--- src/rtl/attr_seq_pkg.sv ---
package attr_seq_pkg;
  typedef enum logic [3:0] {
    ST_IDLE,
    ST_VAL_LO,
    ST_VAL_HI,
    ST_CODE_LO,
    ST_CODE_HI,
    ST_LAUNCH,
    ST_FLAG_RD,
    ST_POLL_RD,
    ST_FLAG_CLR,
    ST_DONE
  } seq_state_e;

  localparam logic [7:0] A_VAL_LO  = 8'h84;
  localparam logic [7:0] A_VAL_HI  = 8'h85;
  localparam logic [7:0] A_CODE_LO = 8'h86;
  localparam logic [7:0] A_CODE_HI = 8'h87;
  localparam logic [7:0] A_LAUNCH  = 8'h90;
  localparam logic [7:0] A_FLAG    = 8'h8A;
  localparam logic [7:0] A_BUSY    = 8'h8B;

  localparam logic [7:0] D_LAUNCH  = 8'h01;
  localparam logic [7:0] D_FLAG_CLR = 8'h80;

  localparam int FLAG_BIT = 7;
  localparam int BUSY_BIT = 0;
endpackage

--- src/rtl/attr_step_map.sv ---
module attr_step_map
  import attr_seq_pkg::*;
#(
  parameter int ADDR_W = 8
) (
  input  seq_state_e        state_i,
  input  logic [15:0]       code_i,
  input  logic [15:0]       value_i,
  output logic              req_o,
  output logic              we_o,
  output logic [ADDR_W-1:0] addr_o,
  output logic [7:0]        wdata_o
);
  logic [7:0] addr_b;

  always_comb begin
    req_o   = 1'b1;
    we_o    = 1'b1;
    addr_b  = 8'h00;
    wdata_o = 8'h00;
    unique case (state_i)
      ST_VAL_LO:   begin addr_b = A_VAL_LO;  wdata_o = value_i[7:0];  end
      ST_VAL_HI:   begin addr_b = A_VAL_HI;  wdata_o = value_i[15:8]; end
      ST_CODE_LO:  begin addr_b = A_CODE_LO; wdata_o = code_i[7:0];   end
      ST_CODE_HI:  begin addr_b = A_CODE_HI; wdata_o = code_i[15:8];  end
      ST_LAUNCH:   begin addr_b = A_LAUNCH;  wdata_o = D_LAUNCH;      end
      ST_FLAG_RD:  begin addr_b = A_FLAG;    we_o = 1'b0;             end
      ST_POLL_RD:  begin addr_b = A_BUSY;    we_o = 1'b0;             end
      ST_FLAG_CLR: begin addr_b = A_FLAG;    wdata_o = D_FLAG_CLR;    end
      default:     begin req_o = 1'b0;       we_o = 1'b0;             end
    endcase
  end

  generate
    if (ADDR_W > 8) begin : g_wide
      assign addr_o = {{(ADDR_W-8){1'b0}}, addr_b};
    end else begin : g_narrow
      assign addr_o = addr_b[ADDR_W-1:0];
    end
  endgenerate
endmodule

--- src/rtl/attr_poll_ctr.sv ---
module attr_poll_ctr #(
  parameter int POLL_MAX = 1024
) (
  input  logic clk_i,
  input  logic rst_ni,
  input  logic clear_i,
  input  logic inc_i,
  output logic last_o
);
  localparam int CNT_W = (POLL_MAX > 2) ? $clog2(POLL_MAX) : 1;
  localparam logic [CNT_W-1:0] CNT_LAST = CNT_W'(POLL_MAX - 1);

  logic [CNT_W-1:0] cnt_q;

  always_ff @(posedge clk_i or negedge rst_ni) begin
    if (!rst_ni)      cnt_q <= '0;
    else if (clear_i) cnt_q <= '0;
    else if (inc_i)   cnt_q <= cnt_q + 1'b1;
  end

  assign last_o = (cnt_q == CNT_LAST);

  // count never passes the last allowed read
  p_cnt_bound_r6: assert property (@(posedge clk_i) disable iff (!rst_ni)
    inc_i |-> !last_o);
endmodule

--- src/rtl/xcvr_attr_seq.sv ---
module xcvr_attr_seq
  import attr_seq_pkg::*;
#(
  parameter int ADDR_W   = 8,
  parameter int POLL_MAX = 1024
) (
  input  logic              clk_i,
  input  logic              rst_ni,
  input  logic              start_i,
  input  logic [15:0]       code_i,
  input  logic [15:0]       value_i,
  output logic              busy_o,
  output logic              done_o,
  output logic              err_flag_o,
  output logic              err_timeout_o,
  output logic              bus_req_o,
  output logic              bus_we_o,
  output logic [ADDR_W-1:0] bus_addr_o,
  output logic [7:0]        bus_wdata_o,
  input  logic [7:0]        bus_rdata_i,
  input  logic              bus_ack_i
);
  seq_state_e  state_q, state_d;
  logic [15:0] code_q, value_q;
  logic        err_flag_q, err_to_q;
  logic        acc, accept, poll_last, poll_inc;

  assign acc    = bus_req_o && bus_ack_i;
  assign accept = (state_q == ST_IDLE) && start_i;
  assign poll_inc = (state_q == ST_POLL_RD) && acc && bus_rdata_i[BUSY_BIT] && !poll_last;

  always_comb begin
    state_d = state_q;
    unique case (state_q)
      ST_IDLE:    if (start_i) state_d = ST_VAL_LO;
      ST_VAL_LO:  if (acc) state_d = ST_VAL_HI;
      ST_VAL_HI:  if (acc) state_d = ST_CODE_LO;
      ST_CODE_LO: if (acc) state_d = ST_CODE_HI;
      ST_CODE_HI: if (acc) state_d = ST_LAUNCH;
      ST_LAUNCH:  if (acc) state_d = ST_FLAG_RD;
      ST_FLAG_RD: if (acc) state_d = bus_rdata_i[FLAG_BIT] ? ST_POLL_RD : ST_FLAG_CLR;
      ST_POLL_RD: if (acc && (!bus_rdata_i[BUSY_BIT] || poll_last)) state_d = ST_FLAG_CLR;
      ST_FLAG_CLR: if (acc) state_d = ST_DONE;
      ST_DONE:    state_d = ST_IDLE;
      default:    state_d = ST_IDLE;
    endcase
  end

  always_ff @(posedge clk_i or negedge rst_ni) begin
    if (!rst_ni) begin
      state_q    <= ST_IDLE;
      code_q     <= '0;
      value_q    <= '0;
      err_flag_q <= 1'b0;
      err_to_q   <= 1'b0;
    end else begin
      state_q <= state_d;
      if (accept) begin
        code_q     <= code_i;
        value_q    <= value_i;
        err_flag_q <= 1'b0;
        err_to_q   <= 1'b0;
      end
      if (state_q == ST_FLAG_RD && acc && !bus_rdata_i[FLAG_BIT]) err_flag_q <= 1'b1;
      if (state_q == ST_POLL_RD && acc && bus_rdata_i[BUSY_BIT] && poll_last) err_to_q <= 1'b1;
    end
  end

  attr_step_map #(.ADDR_W(ADDR_W)) u_map (
    .state_i (state_q),
    .code_i  (code_q),
    .value_i (value_q),
    .req_o   (bus_req_o),
    .we_o    (bus_we_o),
    .addr_o  (bus_addr_o),
    .wdata_o (bus_wdata_o)
  );

  attr_poll_ctr #(.POLL_MAX(POLL_MAX)) u_poll (
    .clk_i   (clk_i),
    .rst_ni  (rst_ni),
    .clear_i (accept),
    .inc_i   (poll_inc),
    .last_o  (poll_last)
  );

  assign busy_o        = (state_q != ST_IDLE) && (state_q != ST_DONE);
  assign done_o        = (state_q == ST_DONE);
  assign err_flag_o    = err_flag_q;
  assign err_timeout_o = err_to_q;

  p_start_busy_r2: assert property (@(posedge clk_i) disable iff (!rst_ni)
    (start_i && !busy_o && !done_o) |=> busy_o);

  p_hold_args_r2: assert property (@(posedge clk_i) disable iff (!rst_ni)
    busy_o |=> ($stable(code_q) && $stable(value_q)));

  p_req_hold_r4: assert property (@(posedge clk_i) disable iff (!rst_ni)
    (bus_req_o && !bus_ack_i) |=>
      (bus_req_o && $stable(bus_addr_o) && $stable(bus_we_o) && $stable(bus_wdata_o)));

  p_done_pulse_r7: assert property (@(posedge clk_i) disable iff (!rst_ni)
    done_o |=> !done_o);

  p_done_idle_r7: assert property (@(posedge clk_i) disable iff (!rst_ni)
    done_o |-> (!busy_o && !bus_req_o));

  p_err_clear_r8: assert property (@(posedge clk_i) disable iff (!rst_ni)
    (start_i && !busy_o && !done_o) |=> (!err_flag_o && !err_timeout_o));

  p_err_single_r5: assert property (@(posedge clk_i) disable iff (!rst_ni)
    !(err_flag_o && err_timeout_o));
endmodule

--- config.mk ---
export PLATFORM = sky130hd
export DESIGN_NAME = xcvr_attr_seq
export DESIGN_NICKNAME = d
export VERILOG_FILES = /design/src/rtl/attr_seq_pkg.sv /design/src/rtl/attr_step_map.sv /design/src/rtl/attr_poll_ctr.sv /design/src/rtl/xcvr_attr_seq.sv
export SDC_FILE = /design/constraint.sdc
export NUM_CORES = 1
export LEC_CHECK = 0
export BUFFER_PORTS_ARGS = -buffer_cell sky130_fd_sc_hd__buf_2
export CORE_MARGIN = 3
export CORE_UTILIZATION = 57
export DETAILED_ROUTE_END_ITERATION = 6
export PLACE_DENSITY_LB_ADDON = 0.12
export SETUP_SLACK_MARGIN = 0.2
export SLEW_MARGIN = 20
export SYNTH_ARGS = -nofsm -noshare
export SYNTH_HDL_FRONTEND = slang
export SYNTH_SLANG_ARGS = --single-unit
export TNS_END_PERCENT = 1
--- constraint.sdc ---
create_clock -name clk_i -period 2.5 [get_ports clk_i]
set_clock_uncertainty 0.05 [all_clocks]
set_input_delay 0.5 -clock clk_i [delete_from_list [all_inputs] [get_ports clk_i]]
set_output_delay 0.5 -clock clk_i [all_outputs]
set_load 0.02 [all_outputs]
# == After elaboration in Yosys (flattened, before gate mapping) ==
# Cells that the tools add are included.
# word_totals
in_bits,44
ff_bits,48
elab_cells,70
output_inout_bits,22
# classes
addsub,1
n_eq_ne,20
muxes,20
reduce_logical,23
# ops
op,count
case mux 8 bit (7 select lines),1
case mux 8 bit (6 select lines),1
2-to-1 mux 4 bit,10
case mux 4 bit (9 select lines),1
2-to-1 mux 10 bit,2
!= test 2 bit (second input constant),9
equality test 4 x 3 -> 1 bit (second input constant),4
adder 10 x 1 -> 10 bit (second input constant),1
equality test 10 bit (second input constant),1
logical AND 1 bit,10
AND reduction 9 bit,1
equality test 4 x 2 -> 1 bit (second input constant),2
equality test 4 bit (second input constant),2
OR reduction 8 bit,1
nonzero test 2 bit,3
OR reduction 6 bit,1
2-to-1 mux 1 bit,5
equality test 4 x 1 -> 1 bit (second input constant),1
logical NOT 4 bit,1
!= test 4 bit (second input constant),1
nonzero test 4 bit,1
logical NOT 1 bit,3
OR reduction 2 bit,1
logical OR 1 bit,1

# == Logic depth before layout (Yosys ltp) ==
# logic_depth
word_depth,9
depth_mapped,7

# == Hierarchy ==
# From an unflattened synthesis, not the netlist that was laid out.
# unflattened
cells_unflattened,237
hier_area_um2,2776.4
# modules_own_cells
module,instances,cells_per_inst,seq_area_each_um2,area_each_um2
xcvr_attr_seq,1,122,950.9,1784.2
attr_poll_ctr,1,49,250.2,504.2
attr_step_map,1,66,0.0,488.0

# == Worst setup path before layout ==
# OpenSTA, ideal clock, no wires.
# synth_path
path_kind,reg-to-output
startpoint,register state_q[0]
endpoint,output bus_wdata_o[1]
arrival_time_ns,1.577
path_stages_with_launch,5
required_ns,1.950
setup_slack_ns,0.373
cell_sequence,dfrtp_1 -> buf_2 -> nor3_1 -> a22oi_1 -> o22ai_1
# synth_between
elab_chain_cells,2
# synth_rtl
item,line,text
"start, declared",xcvr_attr_seq.sv:23,"seq_state_e state_q, state_d;"
"start signal, assigned",xcvr_attr_seq.sv:57,state_q <= state_d;
equality test 4 bit (tied with other cells),attr_step_map.sv:21,unique case (state_i)
case mux 8 bit (6 select lines) (*),attr_step_map.sv:21,
"end, declared",xcvr_attr_seq.sv:19,"output logic [7:0] bus_wdata_o,"
# Every way passes the cells marked *; elsewhere a longest branch is shown, timed or not.

# == Worst setup path in the final report ==
# layout_path
startpoint,register state_q[0]
endpoint,output bus_wdata_o[6]
# Same word-level chain as after synthesis.

==> results.yml <==
cells_and_area:
  finish.net_count: 406
  multiInputGateArea_mm2: 0.00126
  fillerInstances: 326
  antenna-diode-count: 0
  sequential_cell_area_mm2: 0.00120
  syn2layout_area_growth_pct: 16.6
  drive_above_1_share_pct: 25.1
critical_path:
  path_cells: "nor2b_2, buf_4, a22oi_1, o22ai_1, buf_2"
  worst_path_dominant_cell_family: "flip-flops"
  reg2reg_from: "state_q[0]"
  slowest_stage: "sky130_fd_sc_hd__dfrtp_2"
  regToRegEndpoint: "u_poll.cnt_q[4]"
  critical_path_depth: 5
  critPathMaxStageDelay_ps: 490
  path_buf_inv: 2
  worst_setup_start_kind: "flop"
  worst-setup-path-type: "flop to output port"
  crit_path_end: "bus_wdata_o[6]"
  critical_path.max_fanout: 11
  reg2regPathDepth: 5
  worst_setup_path_startpoint: "state_q[0]"
  critical_path_required_ps: 1950
  timing.critical_path.arrival_ps: 1710
  critPathCaptureType: "output port"
  reg2reg_setup_slack_ps: 490
place:
  routabilityCongestion: 0.759
  detailedPlacementHpwl_mm: 4.01
  port-buffer-count: 57
detailed_routing:
  viasPerCell: 5.54
  drcViolationCount: 0
  wl_per_cell_um: 14.3
  drtAntennaViolNets: 0
  route.vias.total: 2284
  drt_pass1_iterations: 4
  route.final.wire_length_mm: 5.88
  drt_iter0_markers: 208
power_and_ir_drop:
  ir_worst_vdd_mv: 0.498
  p_total_uw: 3550
  pwr_per_cell_area_mw_per_mm2: 1180
  cellLeakagePower_uw: 0.00153
clocking:
  worstSkewPairLatency_ps: 300
  number_of_clock_buffers_inserted_by_tritoncts: 5
  post-cts-setup-buffers: 0
  clock_tree.root_cell: "sky130_fd_sc_hd__clkbuf_8"
  clk_pin_slew_worst_paths_ps: 100
  cts_hold_repair_buffers: 0
  max_root_sink_buffers: 2
  tritoncts_num_sinks: 48
  htree_levels: 2
  clock_tree_from_tritoncts: "done"
run:
  maxCapViolCount: 0
synth:
  postSynthCellCount: 310
  synth_seq_cells: 48
  yosysWarnings: 0
  synth_seq_area_share_pct: 46.4
  synth_area_mm2: 0.00259
  synthesis.area_per_instance_um2: 8.35
  netlist-cell-type-count: 51
run_status:
  outcome: "finished, final reports clean"
sta:
  fin_tns_setup_ps: 0
  timing.final.max_slew_violations: 0
  post-route-min-period_ps: 2260
  finalHoldViolations: 0
  grt_setup_unrepaired: "true"
  tightestPinTransition_ps: 605
  post-route-period-util_pct: 90.4
  max_freq_mhz: 442
  max-slew-margin-rel_pct: 59.7
  setup_viol: 0
floorplan:
  dieWidth_um: 73.4
  floorplan.io_pins: 66
  dieHeight_um: 73.4
  core_mm2: 0.00417
  design.die.area_mm2: 0.00538
  initial_utilization_pct: 62.0
  core.rowCount: 23
worst_hold_path:
  worst_hold_path_type: "primary input to asynchronous set/reset pin"
global_route:
  grt_antenna_before_repair: 0
  grt.overflow.total: 0
  grt_max_degree: 49
  via_count_of_the_first_global_routing_pass: 2133
  global_route.usage.total_pct: 23.4
  grt_pass1_wl_mm: 9.87
[layout make-up]
class	count	area share (%)
clock buffers	6	2.74
multi-input cells	231	41.6
clock inverters	2	0.498
inverters	7	0.871
repair buffers	68	12.3
flip-flops and latches	48	39.9
well taps	50	2.07
[cell usage in the layout (no fill, tap or decap), types with 3 or more instances in the layout]
cell,n
sky130_fd_sc_hd__a21oi_1,7
sky130_fd_sc_hd__a22oi_1,15
sky130_fd_sc_hd__and3_1,4
sky130_fd_sc_hd__buf_2,56
sky130_fd_sc_hd__buf_4,12
sky130_fd_sc_hd__clkbuf_8,6
sky130_fd_sc_hd__dfrtp_1,45
sky130_fd_sc_hd__dfrtp_2,3
sky130_fd_sc_hd__inv_1,7
sky130_fd_sc_hd__mux2i_1,5
sky130_fd_sc_hd__nand2_1,107
sky130_fd_sc_hd__nand2b_1,3
sky130_fd_sc_hd__nand3_1,6
sky130_fd_sc_hd__nor2_1,10
sky130_fd_sc_hd__nor2b_1,4
sky130_fd_sc_hd__nor3_1,4
sky130_fd_sc_hd__o21ai_1,3
sky130_fd_sc_hd__o22ai_1,9
sky130_fd_sc_hd__o31ai_1,5
sky130_fd_sc_hd__or3_1,4
sky130_fd_sc_hd__or4_1,3
[report_power, final]
part	internal, µW	switching [µW]	total [µW]
Sequential	1070	230	1300
Clock	224	265	489
Combinational	691	1070	1760
[worst register-to-register path, cell delays in order (launching register included)]
cell and delay (ps):
sky130_fd_sc_hd__dfrtp_2 490, sky130_fd_sc_hd__buf_4 240, sky130_fd_sc_hd__and4b_4 280, sky130_fd_sc_hd__nand2_2 170, sky130_fd_sc_hd__or4_1 550, sky130_fd_sc_hd__a21oi_1 150
[sequential cells by signal (all words and copies together), names as in the netlist]
signal / count
u_poll.cnt_q: 10
state_q: 4
value_q: 16
err_flag_o: 1
code_q: 16
err_timeout_o: 1
[per-stage QoR]
step           setup slack, ps  utilization (%)  hold WS [ps]  cells  area [µm²]
6_report                   239             72.3           224    412        3020
5_1_grt                    121             72.3           270    412        3020
4_1_cts                    112             71.9           249    412        3000
3_5_place_dp               412             69.5           405    404        2900
3_3_place_gp               438             69.5           395    404        2900
2_1_floorplan              373                -           154    311        2590
[per-layer routing]
| layer | GRT usage (%) | share of wire, % | vias up |
|---|---|---|---|
| met3 | 4.79 | 6.3 | 4 |
| met4 | 6.64 | 0.63 | 0 |
| met5 | 0 | 0 | - |
| met1 | 32.4 | 45 | 1064 |
| li1 | - | - | 1151 |
| met2 | 37.3 | 48 | 65 |
[timing repair]
action                                  CTS  global route
hold endpoints to repair                  0             0
endpoints found under the setup margin    9            15
gates resized for setup                   2             8
pin swaps                                 0             1
[kinds of logic (layout without fill, tap and decap cells)]
group / Yosys count / count (layout) / synth area share [%]
compound gates: 54 / 54 / 14.3
mux: 6 / 6 / 2.37
buf+inv: 32 / 83 / 5.75
xor+xnor: 3 / 3 / 1.02
flops: 48 / 48 / 46.4
other cells: 1 / 2 / 0.145
simple gates: 165 / 165 / 29.5
fa+ha+maj: 1 / 1 / 0.483
[worst min path at each step]
stage | endpoint | cells past startpoint | start | slack (ps)
after floorplan | code_q[0] | 0 | rst_ni | 150
after global placement | err_flag_o | 2 | err_flag_o | 390
after detailed placement | err_flag_o | 2 | err_flag_o | 410
after CTS | code_q[0] | 2 | rst_ni | 250
after global routing | state_q[3] | 2 | rst_ni | 270
final | code_q[0] | 2 | rst_ni | 220
[Yosys cell counts (all sizes together)]
library cell | n | area [µm²]
and4b | 1 | 13.8
conb | 1 | 3.75
o32ai | 1 | 8.76
nand4 | 2 | 12.5
nor4b | 1 | 23.8
or2 | 2 | 12.5
o22ai | 9 | 56.3
nand3 | 6 | 30.0
ha | 1 | 12.5
nor2 | 11 | 41.3
nor4 | 1 | 6.26
mux2 | 1 | 11.3
and3 | 5 | 31.3
or3 | 4 | 25.0
a21oi | 8 | 40.0
nor2b | 6 | 37.5
inv | 7 | 26.3
nor3 | 5 | 30.0
xor2 | 1 | 8.76
a22oi | 15 | 113
nand2 | 108 | 408
a21o | 1 | 7.51
o21a | 2 | 15.0
mux2i | 5 | 50.1
xnor2 | 2 | 17.5
a211oi | 1 | 7.51
clkbuf | 11 | 41.3
a221oi | 1 | 8.76
o2bb2ai | 2 | 17.5
buf | 14 | 81.3
o21ai | 6 | 33.8
or4 | 3 | 22.5
a31oi | 1 | 6.26
and4 | 1 | 8.76
nand3b | 1 | 7.51
o31ai | 5 | 37.5
nand2b | 4 | 25.0
nor3b | 1 | 7.51
nand4b | 1 | 8.76
dfrtp | 48 | 1200
and2 | 2 | 12.5
o221ai | 1 | 8.76
o31a | 1 | 8.76
(Power assumes the default switching activity.)
